===== config.mk =====
export PLATFORM = sky130hd
export DESIGN_NAME = uart16_regs_top
export DESIGN_NICKNAME = d
export VERILOG_FILES = /design/src/rtl/uart16_pkg.sv /design/src/rtl/uart16_tx_side.sv /design/src/rtl/uart16_rx_side.sv /design/src/rtl/uart16_irq_ctrl.sv /design/src/rtl/uart16_regs_top.sv
export SDC_FILE = /design/constraint.sdc
export NUM_CORES = 1
export LEC_CHECK = 0
export ABC_CLOCK_PERIOD_IN_PS = 1300
export BUFFER_PORTS_ARGS = -buffer_cell sky130_fd_sc_hd__buf_2
export CAP_MARGIN = 20
export CELL_PAD_IN_SITES_DETAIL_PLACEMENT = 2
export CELL_PAD_IN_SITES_GLOBAL_PLACEMENT = 2
export CORE_MARGIN = 5
export CORE_UTILIZATION = 32
export DETAILED_ROUTE_END_ITERATION = 7
export PLACE_DENSITY = 0.79
export SLEW_MARGIN = 20
export SYNTH_ARGS = -nofsm -noshare
export SYNTH_HDL_FRONTEND = slang
export SYNTH_SLANG_ARGS = --single-unit

===== constraint.sdc =====
create_clock -name clk -period 1.3 [get_ports clk]
set_input_delay 0 -clock clk [delete_from_list [all_inputs] [get_ports clk]]
set_output_delay 0 -clock clk [all_outputs]
set_load 0.005 [all_outputs]

===== src/rtl/uart16_pkg.sv =====
package uart16_pkg;

  localparam int BYTE_W   = 8;
  localparam int IEN_BITS = 4;
  localparam int MCTL_BITS = 5;

  typedef enum logic [2:0] {
    OFS_DATA  = 3'd0,
    OFS_IEN   = 3'd1,
    OFS_IID   = 3'd2,
    OFS_LCTL  = 3'd3,
    OFS_MCTL  = 3'd4,
    OFS_LSTAT = 3'd5,
    OFS_MSTAT = 3'd6,
    OFS_SCR   = 3'd7
  } reg_ofs_e;

  localparam logic [BYTE_W-1:0] IID_NONE   = 8'h01;
  localparam logic [BYTE_W-1:0] IID_TXE    = 8'h02;
  localparam logic [BYTE_W-1:0] IID_RXD    = 8'h04;
  localparam logic [BYTE_W-1:0] MSTAT_IDLE = 8'hB0;

  // Fixed-priority identification code
  function automatic logic [BYTE_W-1:0] iid_code(input logic rx_full, input logic rx_en,
                                                  input logic tx_pend, input logic tx_en);
    if (rx_full && rx_en)      return IID_RXD;
    else if (tx_pend && tx_en) return IID_TXE;
    else                       return IID_NONE;
  endfunction

  // Modem-status view while looping back the control outputs
  function automatic logic [BYTE_W-1:0] loop_status(input logic [MCTL_BITS-1:0] mc);
    return {mc[3], mc[2], mc[0], mc[1], 4'b0000};
  endfunction

  function automatic logic [3:0] word_bits(input logic [1:0] sel);
    return {2'b00, sel} + 4'd5;
  endfunction

  function automatic logic [BYTE_W-1:0] line_status(input logic temt, input logic thre,
                                                     input logic rx_full);
    return {1'b0, temt, thre, 4'b0000, rx_full};
  endfunction

endpackage


===== src/rtl/uart16_tx_side.sv =====
module uart16_tx_side #(
  parameter int DW = 8
) (
  input  logic          clk,
  input  logic          rst_n,
  input  logic          load,
  input  logic [DW-1:0] load_data,
  input  logic          tx_ready,
  output logic          tx_valid,
  output logic [DW-1:0] tx_data,
  output logic          thre,
  output logic          temt,
  output logic          accept
);

  assign accept = tx_valid && tx_ready;

  always_ff @(posedge clk or negedge rst_n) begin
    if (!rst_n) begin
      tx_valid <= 1'b0;
      tx_data  <= '0;
      thre     <= 1'b1;
      temt     <= 1'b1;
    end else begin
      if (accept) begin
        tx_valid <= 1'b0;
        thre     <= 1'b1;
        temt     <= 1'b1;
      end
      if (load) begin
        tx_data  <= load_data;
        tx_valid <= 1'b1;
        thre     <= 1'b0;
        temt     <= 1'b0;
      end
    end
  end

  a_r7_load_starts: assert property (@(posedge clk) disable iff (!rst_n)
    load |=> tx_valid && !thre && !temt);
  a_r7_hold_stable: assert property (@(posedge clk) disable iff (!rst_n)
    (tx_valid && !tx_ready && !load) |=> tx_valid && $stable(tx_data));
  a_r7_done_empty: assert property (@(posedge clk) disable iff (!rst_n)
    (accept && !load) |=> !tx_valid && thre && temt);

endmodule


===== src/rtl/uart16_rx_side.sv =====
module uart16_rx_side #(
  parameter int DW = 8
) (
  input  logic          clk,
  input  logic          rst_n,
  input  logic [DW-1:0] rx_data,
  input  logic          rx_valid,
  input  logic          drain,
  output logic          rx_ready,
  output logic [DW-1:0] rbr,
  output logic          rx_full,
  output logic          take
);

  assign rx_ready = !rx_full;
  assign take     = rx_valid && rx_ready;

  always_ff @(posedge clk or negedge rst_n) begin
    if (!rst_n) begin
      rbr     <= '0;
      rx_full <= 1'b0;
    end else if (take) begin
      rbr     <= rx_data;
      rx_full <= 1'b1;
    end else if (drain) begin
      rx_full <= 1'b0;
    end
  end

  a_r8_capture: assert property (@(posedge clk) disable iff (!rst_n)
    take |=> rx_full && (rbr == $past(rx_data)));
  a_r8_hold_off: assert property (@(posedge clk) disable iff (!rst_n)
    (rx_full && !drain) |=> rx_full && $stable(rbr));

endmodule


===== src/rtl/uart16_irq_ctrl.sv =====
module uart16_irq_ctrl
  import uart16_pkg::*;
#(
  parameter int DW = 8,
  parameter int EW = 4
) (
  input  logic          clk,
  input  logic          rst_n,
  input  logic          rx_full,
  input  logic [EW-1:0] ien,
  input  logic          thre,
  input  logic          iid_rd,
  input  logic          ien_wr,
  input  logic          thr_wr,
  input  logic          tx_accept,
  output logic [DW-1:0] iid,
  output logic          irq
);

  logic pend_q, pend_d;
  logic pend_clr;

  assign iid      = iid_code(rx_full, ien[0], pend_q, ien[1]);
  assign irq      = (iid != IID_NONE);
  assign pend_clr = iid_rd && (iid[2:0] == IID_TXE[2:0]);

  always_comb begin
    pend_d = pend_q;
    if (pend_clr)       pend_d = 1'b0;
    if (ien_wr && thre) pend_d = 1'b1;
    if (tx_accept)      pend_d = 1'b1;
    if (thr_wr)         pend_d = 1'b0;
  end

  always_ff @(posedge clk or negedge rst_n) begin
    if (!rst_n) pend_q <= 1'b0;
    else        pend_q <= pend_d;
  end

  a_r5_read_clears: assert property (@(posedge clk) disable iff (!rst_n)
    (pend_clr && !ien_wr && !tx_accept) |=> !pend_q && (iid != IID_TXE));
  a_r6_rearm: assert property (@(posedge clk) disable iff (!rst_n)
    (ien_wr && thre && !thr_wr) |=> pend_q);
  a_r4_rx_first: assert property (@(posedge clk) disable iff (!rst_n)
    (rx_full && ien[0]) |-> irq && (iid == IID_RXD));

endmodule


===== src/rtl/uart16_regs_top.sv =====
module uart16_regs_top
  import uart16_pkg::*;
#(
  parameter int DW = 8,
  parameter int AW = 3
) (
  input  logic            clk,
  input  logic            rst_n,
  input  logic [AW-1:0]   host_addr,
  input  logic [DW-1:0]   host_wdata,
  input  logic            host_wr,
  input  logic            host_rd,
  output logic [DW-1:0]   host_rdata,
  output logic            irq,
  output logic [DW-1:0]   tx_data,
  output logic            tx_valid,
  input  logic            tx_ready,
  input  logic [DW-1:0]   rx_data,
  input  logic            rx_valid,
  output logic            rx_ready,
  output logic [2*DW-1:0] cfg_divisor,
  output logic [3:0]      cfg_word_bits,
  output logic            cfg_stop2,
  output logic            cfg_par_en,
  output logic            cfg_par_even,
  output logic            cfg_break,
  output logic [4:0]      modem_ctl
);

  localparam int DIVW = 2 * DW;

  logic [IEN_BITS-1:0]  ien_q;
  logic [DW-1:0]        lctl_q, scr_q;
  logic [MCTL_BITS-1:0] mctl_q;
  logic [DIVW-1:0]      div_q;

  logic dlab;
  logic [2:0] ofs;
  logic wr_thr, wr_dll, wr_dlm, wr_ien, wr_lctl, wr_mctl, wr_scr;
  logic rd_rbr, rd_iid;

  logic          thre, temt, tx_accept;
  logic [DW-1:0] rbr;
  logic          rx_full, rx_take;
  logic [DW-1:0] iid;

  assign dlab = lctl_q[7];
  assign ofs  = host_addr[2:0];

  assign wr_thr  = host_wr && (ofs == OFS_DATA) && !dlab;
  assign wr_dll  = host_wr && (ofs == OFS_DATA) &&  dlab;
  assign wr_ien  = host_wr && (ofs == OFS_IEN)  && !dlab;
  assign wr_dlm  = host_wr && (ofs == OFS_IEN)  &&  dlab;
  assign wr_lctl = host_wr && (ofs == OFS_LCTL);
  assign wr_mctl = host_wr && (ofs == OFS_MCTL);
  assign wr_scr  = host_wr && (ofs == OFS_SCR);
  assign rd_rbr  = host_rd && (ofs == OFS_DATA) && !dlab;
  assign rd_iid  = host_rd && (ofs == OFS_IID);

  always_ff @(posedge clk or negedge rst_n) begin
    if (!rst_n) begin
      ien_q  <= '0;
      lctl_q <= '0;
      mctl_q <= '0;
      scr_q  <= '0;
      div_q  <= '0;
    end else begin
      if (wr_ien)  ien_q  <= host_wdata[IEN_BITS-1:0];
      if (wr_lctl) lctl_q <= host_wdata;
      if (wr_mctl) mctl_q <= host_wdata[MCTL_BITS-1:0];
      if (wr_scr)  scr_q  <= host_wdata;
      if (wr_dll)  div_q[DW-1:0]    <= host_wdata;
      if (wr_dlm)  div_q[DIVW-1:DW] <= host_wdata;
    end
  end

  uart16_tx_side #(.DW(DW)) u_tx (
    .clk(clk), .rst_n(rst_n), .load(wr_thr), .load_data(host_wdata),
    .tx_ready(tx_ready), .tx_valid(tx_valid), .tx_data(tx_data),
    .thre(thre), .temt(temt), .accept(tx_accept)
  );

  uart16_rx_side #(.DW(DW)) u_rx (
    .clk(clk), .rst_n(rst_n), .rx_data(rx_data), .rx_valid(rx_valid),
    .drain(rd_rbr), .rx_ready(rx_ready), .rbr(rbr), .rx_full(rx_full),
    .take(rx_take)
  );

  uart16_irq_ctrl #(.DW(DW), .EW(IEN_BITS)) u_irq (
    .clk(clk), .rst_n(rst_n), .rx_full(rx_full), .ien(ien_q), .thre(thre),
    .iid_rd(rd_iid), .ien_wr(wr_ien), .thr_wr(wr_thr), .tx_accept(tx_accept),
    .iid(iid), .irq(irq)
  );

  always_comb begin
    unique case (ofs)
      OFS_DATA:  host_rdata = dlab ? div_q[DW-1:0] : rbr;
      OFS_IEN:   host_rdata = dlab ? div_q[DIVW-1:DW] : DW'(ien_q);
      OFS_IID:   host_rdata = iid;
      OFS_LCTL:  host_rdata = lctl_q;
      OFS_MCTL:  host_rdata = DW'(mctl_q);
      OFS_LSTAT: host_rdata = line_status(temt, thre, rx_full);
      OFS_MSTAT: host_rdata = mctl_q[4] ? loop_status(mctl_q) : MSTAT_IDLE;
      default:   host_rdata = scr_q;
    endcase
  end

  assign cfg_divisor   = div_q;
  assign cfg_word_bits = word_bits(lctl_q[1:0]);
  assign cfg_stop2     = lctl_q[2];
  assign cfg_par_en    = lctl_q[3];
  assign cfg_par_even  = lctl_q[4];
  assign cfg_break     = lctl_q[6];
  assign modem_ctl     = mctl_q;

  a_r2_div_low: assert property (@(posedge clk) disable iff (!rst_n)
    wr_dll |=> (cfg_divisor[DW-1:0] == $past(host_wdata)) && $stable(rbr));
  a_r3_ien_mask: assert property (@(posedge clk) disable iff (!rst_n)
    wr_ien |=> (ien_q == $past(host_wdata[IEN_BITS-1:0])));
  a_r9_loop_low_zero: assert property (@(posedge clk) disable iff (!rst_n)
    (mctl_q[4] && ofs == OFS_MSTAT) |-> (host_rdata[3:0] == 4'h0) && (host_rdata[7] == mctl_q[3]));
  a_r8_ready_gap: assert property (@(posedge clk) disable iff (!rst_n)
    rx_take |=> !rx_ready);

endmodule


After elaboration in Yosys (flattened, before gate mapping):

Cells that the tools add are included.

* flip-flop bits (word level): 61
* bits in latches: 0
* RAM bits: 0
* memory bits (read-only): 0
* output and inout port bits: 48
* word-level logic and storage cells: 62
* memories: 0

* $add $sub $neg: 1
* multiply operators: 0
* div/mod/pow operators: 0
* order comparisons: 0
* eq/ne operators: 9
* shift-type cells: 0
* mux-type cells: 16
* bitwise logic cells: 0
* reduce and logical (&&, ||, !) cells: 24

Operators with widths (count)
* case mux 8 bit (7 select lines): 1
* 2-to-1 mux 8 bit: 3
* logical AND 1 bit: 18
* == test 3 bit (second input constant): 4
* 2-to-1 mux 1 bit: 10
* == test 3 x 2 -> 1 bit (second input constant): 3
* adder 2 x 3 -> 4 bit (second input constant): 1
* nonzero test 2 bit: 2
* nonzero test 4 bit: 1
* == test 3 x 1 -> 1 bit (second input constant): 1
* logical NOT 3 bit: 1
* 2-to-1 mux 3 bit: 1
* != test 3 x 1 -> 1 bit (second input constant): 1
* logical NOT 1 bit: 2
* 2-to-1 mux 2 bit: 1

Longest topological paths before layout:

Gate-level depths: netlist of run 1.

* word-level depth: 9
* mapped depth: 5
* mapped depth without buffers: 3

Hierarchy:

From an unflattened synthesis of run 1, not the netlist that was laid out.

* cells, all modules: 263
* area, all modules: 3198.1 um^2

Modules (own cells, without submodules)
* uart16_regs_top: instances 1, cells each 201, area an instance 2279.7 um^2, sequential area each 1026.0 um^2
* uart16_tx_side: instances 1, cells each 25, area an instance 417.9 um^2, sequential area each 251.5 um^2
* uart16_rx_side: instances 1, cells each 21, area an instance 374.1 um^2, sequential area each 225.2 um^2
* uart16_irq_ctrl: instances 1, cells each 16, area an instance 126.4 um^2, sequential area each 25.0 um^2

Worst setup path before layout of run 1:

Ideal clock, no wire load.

* path kind: register to register
* start point: register lctl_q[7]
* end point: register u_tx.tx_data[0]
* library setup time: 0.125 ns
* arrival: 1.171 ns
* data required time: 1.175 ns
* path slack: 0.005 ns
* cell stages (with the launch flop): 5
* path buffers: 1
* path through: dfrtp_1 > buf_4 > nor2_1 > nand3_2 > mux2_2

* longest elaborated chain between the ends: 2

RTL lines
* start, declared: RTL line uart16_regs_top.sv:33 `logic [DW-1:0] lctl_q, scr_q;`
* start signal, assigned: RTL line uart16_regs_top.sv:69 `if (wr_lctl) lctl_q <= host_wdata;`
* logical NOT 1 bit: RTL line uart16_regs_top.sv:50 `assign wr_thr = host_wr && (ofs == OFS_DATA) && !dlab;`
* logical AND 1 bit: RTL line uart16_regs_top.sv:50
* end signal, assigned: RTL line uart16_tx_side.sv:31 `tx_data <= load_data;`
* end, declared: RTL line uart16_tx_side.sv:10 `output logic [DW-1:0] tx_data,`

No other way between the ends.
A chain may end at the register's enable or synchronous reset.

Final worst setup path of run 1:

* start point: register lctl_q[7]
* end point: output host_rdata[0]

* longest elaborated chain between the ends: 2

RTL lines
* 2-to-1 mux 8 bit (on tied branches): RTL line uart16_regs_top.sv:98, uart16_regs_top.sv:97
* case mux 8 bit (7 select lines) (*): RTL line uart16_regs_top.sv:96 `unique case (ofs)`
* end, declared: RTL line uart16_regs_top.sv:13 `output logic [DW-1:0] host_rdata,`

Every way passes the cells marked *; elsewhere a longest branch is shown, timed or not.

==> impl_metrics.toml, run 1 <==
[global_routing]
grt_pass1_vias = 3037
grt.total_usage = 0.211
busiest_layer = "met2"
met1_usage = 0.268
grt_overflow_total = 0
grt_max_degree = 48
grt_pass1_wl_um = 18300
met2_usage = 0.358
antenna_found_initial = 0
use_met3 = 0.0420

[place]
dp_hpwl_um = 7600
place_area_um2 = 3740
globalplace.congestion = 0.846
dp_slack_ns = -0.162
portBuffers = 72

[detailed_routing]
dr.pass1.iters = 4
vias = 2691
antenna_left = 0
drtIter0Drc = 95
route.detailed.drc = 0
routedWlPerCell_um = 27.0
vias_per_cell = 5.31
drt_wl_total_um = 13700

[timing]
final_max_slew_viol_count = 0
holdWs_ns = -0.00224
fin_ws_ns = -0.560
setup_violations = 47
period_needed_ns = 1.86
max_slew_margin = 0.620
fin_crit_sh = 1.43
fmax_mhz = 538
worst_pin_slew_ns = 0.568
tns_ns = -11.70
finClkSkew_ns = 0.0119
hold_viol_final = 2
rsz0062_at_grt = "yes"

[floorplan]
dieArea_um2 = 11600
die_x_um = 108
placementRows = 35
floorplan.initialDensity = 0.329
core_um2 = 9280
io_pins = 73
dieHeight_um = 108

[worst_hold_path]
hold_class = "in2reg"
holdPathEnd = "cfg_divisor[10]"
min_from = "host_wdata[2]"
worstHoldPathCells = 2

[flow_run]
maxCapViolCount = 0

[final_layout]
antenna_cells = 0
utilization = 0.486
fin_nets = 399
final_design_area_no_fill_um2 = 4510
drive_above_1_share = 0.619
fillers = 946
syn2layout_area_growth_pct = 47.7
multi_input_area_um2 = 1590
regArea_um2 = 1530

[worst_setup_path]
critical_path_class = "reg2out"
path_common_cell = "o211ai_1"
rrSetupSlack_ns = -0.39
critPathSlowestCell = "dfrtp_1"
worstPathArrival_ns = 1.86
r2r_start = "lctl_q[7]"
max_stage_delay_ns = 0.43
rr_worst_depth = 6
path_cells = "buf_6 -> mux2_4 -> o211ai_1 -> o211ai_1 -> buf_2"
worstPathMaxFanout = 6
critPathCaptureType = "output pin"
critPathLaunch = "lctl_q[7]"
critPathLaunchType = "register"
r2r-end = "ien_q[1]"
cp.required_ns = 1.30

[synth]
yosys_most_used_dff = "dfrtp_1"
yosysMostFrequentCell = "mux2_2"
syn-instance-count = 237
synth_edf_count = 0
ys_ff_latch = 61
synthArstFlopShare = 1.00
syn_nets = 263
yosysSeqAreaShare = 0.500
synth_common_cells = "mux2_2, dfrtp_1, mux2i_1, nor2_1"
avgSynthCellArea_um2 = 12.9
yosysUniqueCellTypes = 49
synth_warnings = 0
netlist_area_um2 = 3050
synth_top_area_cell = "dfrtp_1"
yosysTopAreaCellShare = 0.492
synthTopCellsByArea = "dfrtp_1, mux2_2, mux2i_1, a32oi_1, buf_6"

[power]
powerDensity_nw_per_um2 = 1610
ir_drop_mv = 0.807
p_leak_nw = 2.10

[outcome]
status = "finished, violations left"
failed_checks = "negative hold slack, negative setup slack"

[clock_tree]
numCtsBuffers = 9
cts.clk_slew.worst_paths_ns = 0.08
cts_tree = "done"
clock-sinks = 61
clkLatencyLatePin_ns = 0.35
clockBufferDepth = 2
htree_levels = 3
cts_root_buf = "clkbuf_8"
-- worst max-delay path, delay by kind of cell (launching register included) --
| family | cells | cell delay (ns) |
|---|---|---|
| multiplexers | 1 | 0.33 |
| buffers and inverters | 2 | 0.35 |
| AO/OA/AOI/OAI | 2 | 0.40 |
| flip-flops | 1 | 0.43 |
-- layer usage --
layer	wire, µm	up-vias
li1	-	1149
met1	5650	1416
met2	7050	90
met3	529	36
met4	454	0
met5	0	-
-- where the power goes --
part           internal (W)  total (W)  switching, W
Clock               0.00118    0.00199      0.000807
Combinational       0.00129    0.00235       0.00106
Sequential          0.00242    0.00294      0.000520
Total               0.00489    0.00728       0.00239
-- cell type report --
type,instances,area share
Tap cell,129,0.0358
Sequential cell,61,0.339
Clock buffer,12,0.0344
Timing Repair Buffer,140,0.217
Inverter,6,0.00499
Clock inverter,4,0.0155
Multi-Input combinational cell,155,0.353
-- placed cells by master, fill, tap and decap left out, drive strengths merged, types with 3 or more instances in the layout --
cell         instances
nand2b               4
inv                  6
nor2                10
o21ai                6
dfrtp               60
nand2                6
nand4                3
a211oi               3
clkbuf              12
dlygate4sd3         17
a32oi                4
nand3                6
buf                123
a31oi                5
a21oi                4
mux2                65
mux2i                8
nor2b                3
-- registers in the layout (all words and copies together), names as in the netlist, 4 cells and up --
| name | flops |
|---|---|
| u_tx.tx_data | 8 |
| ien_q | 4 |
| lctl_q | 8 |
| cfg_divisor | 16 |
| modem_ctl | 5 |
| u_rx.rbr | 8 |
| scr_q | 8 |
-- worst max path at each step --
stage                      end  slack, ns  cells after the start
5_1_grt          host_rdata[0]      -0.61                      5
2_1_floorplan  u_tx.tx_data[0]      0.005                      4
3_3_place_gp          ien_q[1]      -0.07                      3
3_5_place_dp          ien_q[2]      -0.16                      3
6_report         host_rdata[0]      -0.56                      5
4_1_cts          host_rdata[0]      -0.45                      5
-- timing repair --
action	4_1_cts	5_1_grt
resized for setup	23	34
buffers inserted	6	12
endpoints found under the hold margin	94	0
pin swaps	11	12
endpoints found under the setup margin	33	47
hold buffers	17	0
-- per-stage QoR --
stage	total power (W)	cells	hold slack (ns)
final	0.00728	507	-0.00224
after global routing	0.00759	507	-0.00605
after detailed placement	0.00464	457	-0.0538
after floorplan	0.00371	237	-0.296
after CTS	0.00685	496	0.00328
after global placement	0.00452	457	-0.0587
-- kinds of logic after synthesis --
logic type / after synthesis / share of synthesized area
AO/OA/AOI/OAI: 38 / 0.0889
flip-flops: 61 / 0.500
adder cells (fa/ha/maj): 1 / 0.00410
buffers and inverters: 21 / 0.0393
multiplexers: 73 / 0.266
AND/OR/NAND/NOR: 43 / 0.101
No activity file was read; power rests on OpenSTA's default activity.
==> run 2, diff against run 1 <==
- REMOVE_ABC_BUFFERS: default -> 1
==> impl_metrics.toml, run 2 (synthesis results as in run 1) <==
[outcome]
status = "finished, violations left"
failed_checks = "negative setup slack"

[worst_setup_path]
r2r_start = "lctl_q[7]"
critPathCaptureType = "output pin"
worstPathMaxFanout = 4
critPathSlowestCell = "dfrtp_2"
crit_family = "flip-flops"
rr_worst_depth = 7
worstPathArrival_ns = 1.74
path_common_cell = "o211ai_1"
rrSetupSlack_ns = -0.32
max_stage_delay_ns = 0.43
critPathLaunchType = "register"
crit_buf_inv = 2
critical_path_class = "reg2out"
cp.required_ns = 1.30
r2r-end = "u_tx.tx_data[1]"
path_cells = "buf_6 -> mux2_2 -> o211ai_1 -> o211ai_1 -> buf_2"

[floorplan]
core_um2 = 9280
io_pins = 73
die_x_um = 108
placementRows = 35
floorplan.initialDensity = 0.329
dieHeight_um = 108
dieArea_um2 = 11600

[final_layout]
layoutNonFillerInstCount = 499
antenna_cells = 0
final_cell_mix = "buf_2, dfrtp_1, mux2_2"
fillers = 966
fin_nets = 391
largest_reg_flops = 16
drive_above_1_share = 0.581
layout_commonest_cell = "buf_2"
syn2layout_area_growth_pct = 41.7

[timing]
finClkSkew_ns = 0.0122
max_slew_margin = 0.696
fin_ws_ns = -0.439
period_needed_ns = 1.74
hold_viol_final = 0
holdWs_ns = 0.00571
final_max_slew_viol_count = 0
rsz0062_at_grt = "yes"
fin_crit_sh = 1.34
fmax_mhz = 575
setup_violations = 41
worst_pin_slew_ns = 0.455

[global_routing]
met2_usage = 0.349
grt.total_usage = 0.200
grt_pass1_wl_um = 17400
antenna_found_initial = 0
met1_usage = 0.244
busiest_layer = "met2"
use_met3 = 0.0432
grt_overflow_total = 0
grt_pass1_vias = 2951
grt_max_degree = 62

[detailed_routing]
dr.pass1.iters = 4
vias = 2562
drtIter0Drc = 105
antenna_left = 0
route.detailed.drc = 0
drt_wl_total_um = 11700
vias_per_cell = 5.13
routedWlPerCell_um = 23.5

[clock_tree]
clock-sinks = 61
htree_levels = 3
cts_tree = "done"
cts.clk_slew.worst_paths_ns = 0.08
clkLatencyLatePin_ns = 0.36
numCtsBuffers = 9
clockBufferDepth = 2
cts_root_buf = "clkbuf_8"

[place]
dp_slack_ns = -0.120
dp_hpwl_um = 7830
place_inst = 461
globalplace.congestion = 0.832
portBuffers = 72

[power]
p_leak_nw = 2.04
ir_drop_mv = 0.528
powerDensity_nw_per_um2 = 1520

[worst_hold_path]
hold_class = "in2reg"
holdPathEnd = "ien_q[2]"
min_from = "host_wdata[2]"
worstHoldPathCells = 2

[flow_run]
maxCapViolCount = 0
[run 2: cell types whose count changed in the layout (fill, tap and decap cells not counted), moves of 3 or more]
cell and delta:
mux2_4 +3, o21ai_1 -3, buf_4 -7, o21ai_0 +3
mux2_2 -3, clkbuf_1 +3
[run 2: final cells by class]
cell class / count / area (µm²) / area share
Clock buffer: 15 / 166 / 0.0385
Clock inverter: 1 / 5.00 / 0.00116
Inverter: 6 / 22.5 / 0.00521
Multi-Input combinational cell: 155 / 1530 / 0.353
Sequential cell: 61 / 1530 / 0.353
Tap cell: 129 / 161 / 0.0373
Timing Repair Buffer: 132 / 916 / 0.212
[run 2: how the worst max path moves through the flow]
stage	start	endpoint	cells past startpoint
2_1_floorplan	lctl_q[7]	cfg_divisor[10]	3
3_3_place_gp	lctl_q[7]	host_rdata[0]	5
3_5_place_dp	lctl_q[7]	host_rdata[0]	5
4_1_cts	lctl_q[7]	host_rdata[0]	5
5_1_grt	lctl_q[7]	host_rdata[5]	6
6_report	lctl_q[7]	host_rdata[0]	5
[run 2: metal layers]
metal	wire length, µm	part of all wire
met1	5000	0.43
met2	6030	0.51
met3	444	0.038
met4	245	0.021
met5	0	0
[run 2: repair_timing]
action                                 4_1_cts  5_1_grt
endpoints found under the hold margin       93        0
hold buffers                                16        0
pin swaps                                    6        5
setup buffers                                3        3
resized for setup                           15       28
setup endpoints to repair                   38       46
[run 2: worst reg2reg max path: stages (launching register included)]
cell	delay, ns
dfrtp_2	0.46
buf_4	0.16
buf_6	0.11
buf_4	0.14
nor2_4	0.09
nand3_2	0.11
buf_6	0.18
mux2_2	0.27
[run 2: power by group]
group / total (W) / internal [W] / switching (W)
sequential: 0.00289 / 0.00242 / 0.000465
clock: 0.00157 / 0.000798 / 0.000775
combinational: 0.00210 / 0.00120 / 0.000906
[run 2: per-stage QoR]
step / cell area (µm²) / power, W / setup TNS, ns / utilization
finish: 4330 / 0.00656 / -7.83 / 0.466
global route: 4330 / 0.00691 / -9.99 / 0.466
CTS: 4190 / 0.00635 / -5.21 / 0.451
detailed placement: 3770 / 0.00468 / -2.03 / 0.407
global placement: 3770 / 0.00452 / -0.0587 / 0.407
floorplan: 2960 / 0.00364 / -5.80 / -
